### config.mk
export PLATFORM = sky130hd
export DESIGN_NAME = frame_loop_seq
export DESIGN_NICKNAME = d
export VERILOG_FILES = /design/src/rtl/frame_loop_pkg.sv /design/src/rtl/frame_pat_rom.sv /design/src/rtl/frame_pay_buf.sv /design/src/rtl/frame_seq_ctrl.sv /design/src/rtl/frame_loop_seq.sv
export SDC_FILE = /design/constraint.sdc
export NUM_CORES = 1
export LEC_CHECK = 0
export CORE_MARGIN = 8
export CORE_UTILIZATION = 35
export CTS_CLUSTER_DIAMETER = 100
export CTS_CLUSTER_SIZE = 8
export DETAILED_ROUTE_END_ITERATION = 10
export GPL_TIMING_DRIVEN = 0
export SYNTH_ARGS = -nofsm -noshare
export SYNTH_HDL_FRONTEND = slang
export SYNTH_SLANG_ARGS = --single-unit
### constraint.sdc
create_clock -name clk -period 3.14 [get_ports clk]
set_clock_uncertainty 0.2 [all_clocks]
set_input_delay 0.628 -clock clk [delete_from_list [all_inputs] [get_ports clk]]
set_output_delay 0.628 -clock clk [all_outputs]
set_load 0.05 [all_outputs]
### src/rtl/frame_loop_pkg.sv
package frame_loop_pkg;

   // Field code carried beside every output sample
   typedef enum logic [2:0] {
      FLD_OFF = 3'd0,
      FLD_STF = 3'd1,
      FLD_CEF = 3'd2,
      FLD_PAY = 3'd3,
      FLD_TRN = 3'd4,
      FLD_GAP = 3'd5
   } fld_e;

   // Pattern table variants
   localparam int PAT_STF = 0;
   localparam int PAT_CEF = 1;
   localparam int PAT_TRN = 2;

   // Sign sequence of the channel estimation pattern
   localparam logic [15:0] CEF_SIGNS = 16'h0F35;

endpackage

### src/rtl/frame_pat_rom.sv
module frame_pat_rom
   import frame_loop_pkg::*;
#(
   parameter int KIND = PAT_STF,
   parameter int LEN  = 16,
   parameter int SW   = 12,
   localparam int LW  = (LEN > 1) ? $clog2(LEN) : 1
) (
   input  logic [LW-1:0] idx,
   output logic [SW-1:0] pat_i,
   output logic [SW-1:0] pat_q
);

   localparam logic [SW-1:0] POS = SW'(2 ** (SW - 2));
   localparam logic [SW-1:0] NEG = SW'(-(2 ** (SW - 2)));

   logic [SW-1:0] tab_i [LEN];
   logic [SW-1:0] tab_q [LEN];

   for (genvar k = 0; k < LEN; k++) begin : g_ent
      if (KIND == PAT_STF) begin : g_stf
         assign tab_i[k] = (k % 2 == 0) ? POS : NEG;
         assign tab_q[k] = ((k / 2) % 2 == 0) ? POS : NEG;
      end else if (KIND == PAT_CEF) begin : g_cef
         assign tab_i[k] = CEF_SIGNS[k % 16] ? NEG : POS;
         assign tab_q[k] = CEF_SIGNS[k % 16] ? POS : NEG;
      end else begin : g_trn
         assign tab_i[k] = (k < LEN / 2) ? POS : NEG;
         assign tab_q[k] = '0;
      end
   end

   assign pat_i = tab_i[idx];
   assign pat_q = tab_q[idx];

endmodule

### src/rtl/frame_pay_buf.sv
module frame_pay_buf #(
   parameter int DEPTH = 32,
   parameter int SW    = 12,
   localparam int AW   = $clog2(DEPTH)
) (
   input  logic          clk,
   input  logic          rst_n,
   input  logic          lock,
   input  logic          wr_en,
   input  logic [AW-1:0] wr_addr,
   input  logic [SW-1:0] wr_i,
   input  logic [SW-1:0] wr_q,
   input  logic [AW-1:0] rd_addr,
   output logic [SW-1:0] rd_i,
   output logic [SW-1:0] rd_q
);

   logic [2*SW-1:0] mem [DEPTH];

   always_ff @(posedge clk) begin
      if (wr_en && !lock) begin
         mem[wr_addr] <= {wr_i, wr_q};
      end
   end

   assign {rd_i, rd_q} = mem[rd_addr];

   AST_LOCK_HOLDS: assert property (@(posedge clk) disable iff (!rst_n)
      (lock && $past(lock) && $stable(rd_addr)) |-> ($stable(rd_i) && $stable(rd_q)));

endmodule

### src/rtl/frame_seq_ctrl.sv
module frame_seq_ctrl
   import frame_loop_pkg::*;
#(
   parameter int STF_LEN = 16,
   parameter int CEF_LEN = 32,
   parameter int TRN_LEN = 8,
   parameter int AW      = 5,
   parameter int IW      = 5,
   parameter int RW      = 4,
   parameter int GW      = 8,
   parameter int BW      = 4
) (
   input  logic          clk,
   input  logic          rst_n,
   input  logic          start,
   input  logic          stop,
   input  logic [RW-1:0] cfg_stf_rep,
   input  logic [RW-1:0] cfg_cef_rep,
   input  logic [AW-1:0] cfg_pay_last,
   input  logic [RW-1:0] cfg_trn_num,
   input  logic [GW-1:0] cfg_gap,
   input  logic [BW-1:0] cfg_beam,
   output fld_e          fld,
   output logic [IW-1:0] idx,
   output logic [AW-1:0] addr,
   output logic [BW-1:0] beam,
   output logic          frame_first
);

   localparam logic [IW-1:0] STF_END = IW'(STF_LEN - 1);
   localparam logic [IW-1:0] CEF_END = IW'(CEF_LEN - 1);
   localparam logic [IW-1:0] TRN_END = IW'(TRN_LEN - 1);

   logic [RW-1:0] rep;
   logic [GW-1:0] gcnt;
   logic [RW-1:0] c_stf, c_cef, c_trn;
   logic [AW-1:0] c_last;
   logic [GW-1:0] c_gap;
   logic [BW-1:0] c_beam;
   fld_e          after_pay, after_trn;

   // Fields with a zero count are skipped
   assign after_trn = (c_gap != '0) ? FLD_GAP : FLD_STF;
   assign after_pay = (c_trn != '0) ? FLD_TRN : after_trn;

   always_ff @(posedge clk) begin
      if (!rst_n) begin
         fld    <= FLD_OFF;
         idx    <= '0;
         addr   <= '0;
         rep    <= '0;
         gcnt   <= '0;
         c_stf  <= '0;
         c_cef  <= '0;
         c_trn  <= '0;
         c_last <= '0;
         c_gap  <= '0;
         c_beam <= '0;
      end else if (stop) begin
         fld <= FLD_OFF;
      end else begin
         unique case (fld)
            FLD_OFF: begin
               if (start) begin
                  c_stf  <= cfg_stf_rep;
                  c_cef  <= cfg_cef_rep;
                  c_trn  <= cfg_trn_num;
                  c_last <= cfg_pay_last;
                  c_gap  <= cfg_gap;
                  c_beam <= cfg_beam;
                  fld    <= FLD_STF;
                  idx    <= '0;
                  rep    <= '0;
                  addr   <= '0;
                  gcnt   <= '0;
               end
            end
            FLD_STF: begin
               if (idx == STF_END) begin
                  idx <= '0;
                  if (rep == c_stf) begin
                     rep <= '0;
                     fld <= FLD_CEF;
                  end else begin
                     rep <= rep + 1'b1;
                  end
               end else begin
                  idx <= idx + 1'b1;
               end
            end
            FLD_CEF: begin
               if (idx == CEF_END) begin
                  idx <= '0;
                  if (rep == c_cef) begin
                     rep  <= '0;
                     addr <= '0;
                     fld  <= FLD_PAY;
                  end else begin
                     rep <= rep + 1'b1;
                  end
               end else begin
                  idx <= idx + 1'b1;
               end
            end
            FLD_PAY: begin
               if (addr == c_last) begin
                  addr <= '0;
                  idx  <= '0;
                  rep  <= '0;
                  gcnt <= '0;
                  fld  <= after_pay;
               end else begin
                  addr <= addr + 1'b1;
               end
            end
            FLD_TRN: begin
               if (idx == TRN_END) begin
                  idx <= '0;
                  if (rep == c_trn - RW'(1)) begin
                     rep  <= '0;
                     gcnt <= '0;
                     fld  <= after_trn;
                  end else begin
                     rep <= rep + 1'b1;
                  end
               end else begin
                  idx <= idx + 1'b1;
               end
            end
            FLD_GAP: begin
               if (gcnt == c_gap - GW'(1)) begin
                  gcnt <= '0;
                  idx  <= '0;
                  rep  <= '0;
                  fld  <= FLD_STF;
               end else begin
                  gcnt <= gcnt + 1'b1;
               end
            end
            default: fld <= FLD_OFF;
         endcase
      end
   end

   assign beam        = (fld == FLD_TRN) ? (c_beam + BW'(rep) + BW'(1)) : c_beam;
   assign frame_first = (fld == FLD_STF) && (idx == '0) && (rep == '0);

   AST_FIRST_ENTRY: assert property (@(posedge clk) disable iff (!rst_n)
      (fld != FLD_OFF && $past(fld) == FLD_OFF) |-> (fld == FLD_STF && idx == '0 && rep == '0));

   AST_FIELD_ORDER: assert property (@(posedge clk) disable iff (!rst_n)
      (fld != $past(fld) && fld != FLD_OFF && $past(fld) != FLD_OFF) |->
         (($past(fld) == FLD_STF && fld == FLD_CEF) ||
          ($past(fld) == FLD_CEF && fld == FLD_PAY) ||
          ($past(fld) == FLD_PAY && (fld == FLD_TRN || fld == FLD_GAP || fld == FLD_STF)) ||
          ($past(fld) == FLD_TRN && (fld == FLD_GAP || fld == FLD_STF)) ||
          ($past(fld) == FLD_GAP && fld == FLD_STF)));

   AST_PAY_FROM_ZERO: assert property (@(posedge clk) disable iff (!rst_n)
      (fld == FLD_PAY && $past(fld) == FLD_CEF) |-> (addr == '0));

   AST_PAY_IN_RANGE: assert property (@(posedge clk) disable iff (!rst_n)
      (fld == FLD_PAY) |-> (addr <= c_last));

   AST_STOP_HALTS: assert property (@(posedge clk) disable iff (!rst_n)
      $past(stop) |-> (fld == FLD_OFF));

   AST_CFG_HELD: assert property (@(posedge clk) disable iff (!rst_n)
      (fld != FLD_OFF && $past(fld) != FLD_OFF) |->
         ($stable(c_last) && $stable(c_gap) && $stable(c_trn) && $stable(c_beam)));

endmodule

### src/rtl/frame_loop_seq.sv
module frame_loop_seq
   import frame_loop_pkg::*;
#(
   parameter int SW      = 12,
   parameter int DEPTH   = 32,
   parameter int STF_LEN = 16,
   parameter int CEF_LEN = 32,
   parameter int TRN_LEN = 8,
   parameter int RW      = 4,
   parameter int GW      = 8,
   parameter int BW      = 4,
   localparam int AW     = $clog2(DEPTH)
) (
   input  logic          clk,
   input  logic          rst_n,
   input  logic          start,
   input  logic          stop,
   input  logic          wr_en,
   input  logic [AW-1:0] wr_addr,
   input  logic [SW-1:0] wr_i,
   input  logic [SW-1:0] wr_q,
   input  logic [RW-1:0] cfg_stf_rep,
   input  logic [RW-1:0] cfg_cef_rep,
   input  logic [AW-1:0] cfg_pay_last,
   input  logic [RW-1:0] cfg_trn_num,
   input  logic [GW-1:0] cfg_gap,
   input  logic [BW-1:0] cfg_beam,
   output logic          out_valid,
   output logic          out_sof,
   output logic [2:0]    out_field,
   output logic [SW-1:0] out_i,
   output logic [SW-1:0] out_q,
   output logic [BW-1:0] out_beam
);

   localparam int MAXL    = (STF_LEN > CEF_LEN) ? ((STF_LEN > TRN_LEN) ? STF_LEN : TRN_LEN)
                                                : ((CEF_LEN > TRN_LEN) ? CEF_LEN : TRN_LEN);
   localparam int IW      = $clog2(MAXL);
   localparam int STF_IW  = $clog2(STF_LEN);
   localparam int CEF_IW  = $clog2(CEF_LEN);
   localparam int TRN_IW  = $clog2(TRN_LEN);

   if (SW < 4) begin : g_bad_sw
      $error("sample width must be at least 4");
   end
   if (DEPTH < 2) begin : g_bad_depth
      $error("payload buffer needs two or more entries");
   end
   if (STF_LEN < 2 || CEF_LEN < 2 || TRN_LEN < 2) begin : g_bad_len
      $error("pattern tables need two or more entries");
   end
   if (RW < 1 || GW < 1 || BW < 1) begin : g_bad_cnt
      $error("counter widths must be positive");
   end

   fld_e          fld;
   logic [IW-1:0] idx;
   logic [AW-1:0] addr;
   logic          running;
   logic [SW-1:0] stf_i, stf_q, cef_i, cef_q, trn_i, trn_q, pay_i, pay_q;

   frame_seq_ctrl #(
      .STF_LEN (STF_LEN),
      .CEF_LEN (CEF_LEN),
      .TRN_LEN (TRN_LEN),
      .AW      (AW),
      .IW      (IW),
      .RW      (RW),
      .GW      (GW),
      .BW      (BW)
   ) u_ctrl (
      .clk          (clk),
      .rst_n        (rst_n),
      .start        (start),
      .stop         (stop),
      .cfg_stf_rep  (cfg_stf_rep),
      .cfg_cef_rep  (cfg_cef_rep),
      .cfg_pay_last (cfg_pay_last),
      .cfg_trn_num  (cfg_trn_num),
      .cfg_gap      (cfg_gap),
      .cfg_beam     (cfg_beam),
      .fld          (fld),
      .idx          (idx),
      .addr         (addr),
      .beam         (out_beam),
      .frame_first  (out_sof)
   );

   assign running = (fld != FLD_OFF);

   frame_pay_buf #(
      .DEPTH (DEPTH),
      .SW    (SW)
   ) u_buf (
      .clk     (clk),
      .rst_n   (rst_n),
      .lock    (running),
      .wr_en   (wr_en),
      .wr_addr (wr_addr),
      .wr_i    (wr_i),
      .wr_q    (wr_q),
      .rd_addr (addr),
      .rd_i    (pay_i),
      .rd_q    (pay_q)
   );

   frame_pat_rom #(.KIND(PAT_STF), .LEN(STF_LEN), .SW(SW)) u_stf (
      .idx   (idx[STF_IW-1:0]),
      .pat_i (stf_i),
      .pat_q (stf_q)
   );

   frame_pat_rom #(.KIND(PAT_CEF), .LEN(CEF_LEN), .SW(SW)) u_cef (
      .idx   (idx[CEF_IW-1:0]),
      .pat_i (cef_i),
      .pat_q (cef_q)
   );

   frame_pat_rom #(.KIND(PAT_TRN), .LEN(TRN_LEN), .SW(SW)) u_trn (
      .idx   (idx[TRN_IW-1:0]),
      .pat_i (trn_i),
      .pat_q (trn_q)
   );

   always_comb begin
      unique case (fld)
         FLD_STF: begin out_i = stf_i; out_q = stf_q; end
         FLD_CEF: begin out_i = cef_i; out_q = cef_q; end
         FLD_PAY: begin out_i = pay_i; out_q = pay_q; end
         FLD_TRN: begin out_i = trn_i; out_q = trn_q; end
         default: begin out_i = '0;    out_q = '0;    end
      endcase
   end

   assign out_valid = running;
   assign out_field = fld;

   AST_BEAM_STEADY: assert property (@(posedge clk) disable iff (!rst_n)
      (fld == FLD_TRN && idx != '0) |-> $stable(out_beam));

   AST_SOF_SINGLE: assert property (@(posedge clk) disable iff (!rst_n)
      out_sof |=> !out_sof);

   AST_SOF_VALID: assert property (@(posedge clk) disable iff (!rst_n)
      out_sof |-> (out_valid && out_field == 3'd1));

endmodule

; After elaboration in Yosys (flattened, before gate mapping)
; Memories as Yosys holds them, arrays and structs flattened. A register that Yosys moved wholly into a read port is not among the register bits.
; Cells that the tools add are included.
[classes]
add_sub_neg = 8
magnitude_cmp = 3
eq_ne = 22
n_mux = 58
bitwise = 5
reduce_logical = 20
[ops]
columns = op, count
row1 = $mux 12, 12
row2 = $pmux 12 s4, 2
row3 = $mux 5, 11
row4 = $mux 4, 10
row5 = $mux 8, 5
row6 = $mux 3, 11
row7 = $pmux 8 s4, 1
row8 = $pmux 5 s6, 1
row9 = $pmux 4 s6, 1
row10 = $pmux 3 s6, 1
row11 = $ne 2x1->1 const B, 8
row12 = $pmux 5 s3, 1
row13 = $eq 4x4->1, 3
row14 = $add 5x1->5 const B, 2
row15 = $reduce_and 5->1, 2
row16 = $reduce_and 9->1, 1
row17 = $add 4x1->4 const B, 2
row18 = $add 8x1->8 const B, 1
row19 = $eq 8x8->1, 1
row20 = $reduce_and 8->1, 1
row21 = $reduce_bool 4->1, 2
row22 = $reduce_bool 8->1, 1
row23 = $sub 8x1->8 const B, 1
row24 = $eq 3x2->1 const B, 2
row25 = 27 further kinds, 33
[word_totals]
register_bits = 54
ramBits = 768
rom_bits = 1344
input_bits = 63
elab_cells = 134
n_memories = 7
[memory_table]
columns = name, depth, width, rd, rd_ports_with_merged_regs, write_ports, line
row1 = u_buf.mem, 32, 24, 1, 1, 1, frame_pay_buf.sv:18  ; logic [2*SW-1:0] mem [DEPTH];
row2 = (no name shown), 32, 12, 1, 0, 0, frame_pat_rom.sv:33  ; assign pat_i = tab_i[idx];
row3 = (no name shown), 32, 12, 1, 0, 0, frame_pat_rom.sv:34  ; assign pat_q = tab_q[idx];
row4 = (no name shown), 16, 12, 1, 0, 0, frame_pat_rom.sv:33
row5 = (no name shown), 16, 12, 1, 0, 0, frame_pat_rom.sv:34
row6 = (no name shown), 8, 12, 1, 0, 0, frame_pat_rom.sv:34
row7 = +1 memories, -, -, -, -, -, -

; Logic depth before layout (Yosys ltp)
[logic_depth]
ltp_word = 6
ltp_mapped = 10
ltp_nobuf = 10

; By module
; From an unflattened synthesis, not the netlist that was laid out.
[hier_totals]
cells_unflattened = 2304
area_unflattened_um2 = 34953.5
[modules_own_cells]
columns = mod, n_inst, cells_each, area_each_um2
row1 = frame_pay_buf, 1, 1690, 30012.5
row2 = frame_seq_ctrl, 1, 417, 3268.1
row3 = frame_loop_seq, 1, 117, 1093.5
row4 = frame_pat_rom at u_stf ..., 2, 26, 187.7
row5 = frame_pat_rom at u_cef, 1, 28, 203.9

; Worst setup path after synthesis
; Ideal clock, no wire load.
[synth_path]
path_type = register to output
from = register (tool-made name)
to = output port out_i[11]
t_arrival_ns = 2.633
t_required_ns = 2.312
path_slack_ns = -0.321
stages_incl_launch_ff = 7
path_buffers = 2
path_cell_list = dfxtp_1 clkbuf_1 buf_1 mux4_2 mux4_2 mux2i_1 o21ai_0
[synth_lines]
columns = element, line
row1 = to (decl), frame_loop_seq.sv:31  ; output logic [SW-1:0] out_i,

==> summary.txt <==
Final layout
  • Cell area after layout: ~0.04 mm2
  • Final core area utilization: a little over two fifths
  • Finished Layout Cells: 3138
  • Share of cells above drive strength 1: a little under a third
  • Synthesis-to-finish area growth: 21.7%
  • Diodes inserted: 0
  • Final #Nets: between 1500 and 2000

Die
  • # IOs: 96
  • Die area: 0.104 mm2
  • Die X: 322 um
  • Std cell rows: 112
  • Starting Density: a little over a third
  • Core Area: around 0.093 mm2
  • DIE HEIGHT: roughly 320 um

Synthesis
  • Top-count cell post-synth: edfxtp_1
  • Xor/xnor share of the synthesized area: 0.906%
  • Post-synth ARST share: 0%
  • Sequential fraction of the synthesis area: between 70% and 80%
  • Main combinational cell family by area after synthesis: multiplexers
  • Post-synthesis mux area share: between 10% and 20%
  • Ys Warns: 0
  • Adder-cell share of the synthesized area: less than 1%
  • Mapped Nets: 1700
  • Syn_area_per_cell: about 20 um2
  • Syn Inst Count: approximately 1600
  • Simple-Gate Fraction of Synth Area: around 4%
  • Top cell type's share of synthesized area: 70.1%
  • Synth top cells by count: edfxtp_1 (768), mux4_2 (240), nand2_1 (94)
  • Synth Area in Compound Gates: about 2.1%
  • Top cells by area, synth: edfxtp_1 (70%), mux4_2 (16%), dfxtp_1 (3.6%), nand2_1 (1.1%), nor2_1 (0.90%)
  • Number of enable flip-flop cells after synthesis: 768
  • #FFs+latches synth: approximately 830
  • Distinct cell type count of the synthesized netlist: 67
  • Cell taking the most area after synthesis: edfxtp_1
  • Synth Flop Type: edfxtp_1
  • Synthesized area: 0.0329 mm2

Placed design
  • Hpwl dp: roughly 52000 um
  • Placement Setup Slack: -1.77 ns
  • Dpl cells: 2999
  • DP Area: roughly 0.036 mm2
  • GPL Wtd Cong: ~0.87
  • Port Buf Inserts: 94

CTS
  • Root buffer cell: clkbuf_16
  • H-tree depth: 3
  • Num CTS Buffers: roughly 110
  • CTS Hold Bufs: 0
  • Clk sinks: approximately 830
  • Clock buffer depth: 3
  • CTS tree: built
  • Later-pin clock latency in the skew report: 0.63 ns
  • Clock-pin slew on the worst setup and hold paths: 0.05 ns

Critical path
  • WS Path Type: register to output pin
  • Crit-path max FO: 8
  • Slowest-stage cell, CP: mux4_2
  • Reg2Reg Setup Slack: ~0.14 ns
  • Worst R2R End: u_ctrl.gcnt[5]$_SDFFE_PN0P_
  • Cell chain of the critical path: buf_12 -> buf_12 -> mux4_2 -> mux4_2 -> mux2i_4 -> a31oi_4 -> buf_6
  • CP max stage delay: approximately 0.52 ns
  • Setup crit start kind: register
  • Crit. End Element: output pin
  • R2r worst-path depth: 7
  • Reg-to-reg startpoint: u_ctrl.fld[1]$_SDFFE_PP0P_
  • Required @ worst endpoint: 2.31 ns
  • Arr. time, crit path: about 3.1 ns

Run status
  • Outcome: complete, but fails checks
  • Violated checks: setup timing

STA
  • Max Freq: 256 MHz
  • # setup viols final: 24
  • Min cycle time layout: 3.90 ns
  • Fin. Hold Viols: 0
  • Final worst setup slack: -0.764 ns
  • Slew Viols, Final: 0
  • Max_slew headroom: 14.8%
  • Unrepaired setup endpoints after global routing: true
  • Slew @ Worst Pin: 1.27 ns
  • Crit share post-route: 124%

Global routing
  • First-pass GRT wire length: 116000 um
  • Largest net degree at the start of global routing: 33
  • Overflow after GRT: 0
  • Initial antenna violation count: 3
  • Global-route usage over all layers: ~15%
  • Vias in the first global route: between 15000 and 20000

Min path
  • Worst hold path type: primary input to register
  • Min-delay src: rst_n
  • Hold EP: u_ctrl.rep[0]$_SDFFE_PN0P_
  • Hold path cells: 3

Route
  • Final WL: 79900 um
  • Vias per cell: about 5.3
  • Total number of vias: 16700
  • Metal2 WL: about 38000 um
  • DRC errors left: 0
  • Top sig layer: met4
  • Drt first pass iters: 5
  • DR WL/cell: between 20 and 30 um
  • WL met1: 34300 um
  • DRT iter0 DRCs: between 1000 and 1500
  • Met3 WL: around 6000 um
  • Post-route antenna net violation count: 0

Pwr
  • VDD IR max: slightly above 0.5 mV
  • P_leak: 0.0123 uW
  • PD cells: ~600 mW/mm2

Flow run
  • Max Cap Viol: 0
==> where the power goes <==
| part | switching, uW | internal [uW] | total (uW) |
|---|---|---|---|
| Clock | 4220 | 6320 | 10500 |
| Combinational | 736 | 632 | 1370 |
| Sequential | 46.5 | 12200 | 12200 |
==> per-stage QoR <==
step / total power, uW / TNS [ns] / hold WS, ns
2_1_floorplan: 13100 / 0 / 0.248
3_3_place_gp: 13600 / -1448.74 / 0.261
3_5_place_dp: 13700 / -42.56 / 0.264
4_1_cts: 24300 / -18.48 / 0.217
5_1_grt: 24900 / -19.31 / 0.267
6_report: 24100 / -17.05 / 0.268
==> sequential cells by signal, indices dropped and copies added, names as in the netlist, named ones only <==
signal / flops
u_ctrl.fld: 3
u_ctrl.c_gap: 8
u_ctrl.rep: 4
u_buf.mem: 768
u_ctrl.c_stf: 4
u_ctrl.c_last: 5
u_ctrl.gcnt: 8
u_ctrl.c_beam: 4
u_ctrl.idx: 5
u_ctrl.c_trn: 4
u_ctrl.c_cef: 4
u_ctrl.addr: 5
==> worst max-delay path, delay by kind of cell (launching register included) <==
family	cells	cell delay, ns
flops	1	0.44
compound gates	1	0.15
mux	3	1.33
buf+inv	3	0.51
==> routing by layer <==
| metal | vias up | track usage [%] |
|---|---|---|
| met4 | 0 | 3.89 |
| met5 | - | 0 |
| met2 | 716 | 24.7 |
| met1 | 8776 | 21.0 |
| li1 | 7119 | - |
| met3 | 127 | 2.88 |
==> placed cells by master, fill, tap and decap left out, drive strengths merged, types with 4 or more instances in the layout <==
| cell type | netlist | routed |
|---|---|---|
| inv | 14 | 15 |
| nand2b | 15 | 15 |
| nand2 | 94 | 94 |
| clkinv | 1 | 6 |
| nand4b | 4 | 4 |
| mux2i | 28 | 28 |
| nor2b | 6 | 6 |
| dfxtp | 59 | 59 |
| clkdlybuf4s50 | 0 | 64 |
| nor3 | 9 | 9 |
| a21oi | 42 | 42 |
| xor2 | 13 | 13 |
| a31oi | 8 | 8 |
| edfxtp | 768 | 768 |
| ha | 16 | 16 |
| buf | 35 | 104 |
| xnor2 | 21 | 21 |
| clkbuf | 53 | 176 |
| nor3b | 5 | 5 |
| nand3 | 17 | 17 |
| nand4 | 15 | 15 |
| mux4 | 240 | 240 |
| or2 | 4 | 4 |
| a211o | 4 | 4 |
| nor2 | 80 | 80 |
| o21a | 4 | 4 |
| o21ai | 14 | 14 |
| a211oi | 4 | 4 |
==> final cells by class <==
type                    count  area, um2
inverters                  15       58.8
repair buffers            138       1800
clock buffers             123       2870
flip-flops and latches    827      24300
plain buffers              85        802
well taps                1254       1570
clock inverters             6        106
fillers                  7953      53200
multi-input cells         690       8560
==> worst max path at each step <==
stage,to,slack [ns],from,depth (start not counted)
after global routing,out_q[5],-0.84,register,7
after global placement,u_buf.mem[8][16]$_DFFE_PP_,-2.04,u_ctrl.fld[1]$_SDFFE_PP0P_,5
after CTS,out_i[8],-0.82,register,7
after detailed placement,out_i[8],-1.77,register,8
after floorplan,out_i[11],0.004,register,7
final,out_i[10],-0.76,register,7
==> logic make-up (layout without fill, tap and decap cells) <==
kind of cell | after synthesis | in the layout
AOI/OAI and AO/OA | 102 | 102
DFF | 827 | 827
adders and majority gates | 17 | 17
muxes | 269 | 269
xor gates and xnor gates | 34 | 34
buffers and inverters | 103 | 367
and+or+nand+nor | 268 | 268
==> timing repair <==
action	CTS	global route
setup buffers	4	7
cloned	0	2
resized for setup	328	37
pin swaps	0	6
setup endpoints to repair	29	38
Power figures use the tool's default switching activity.
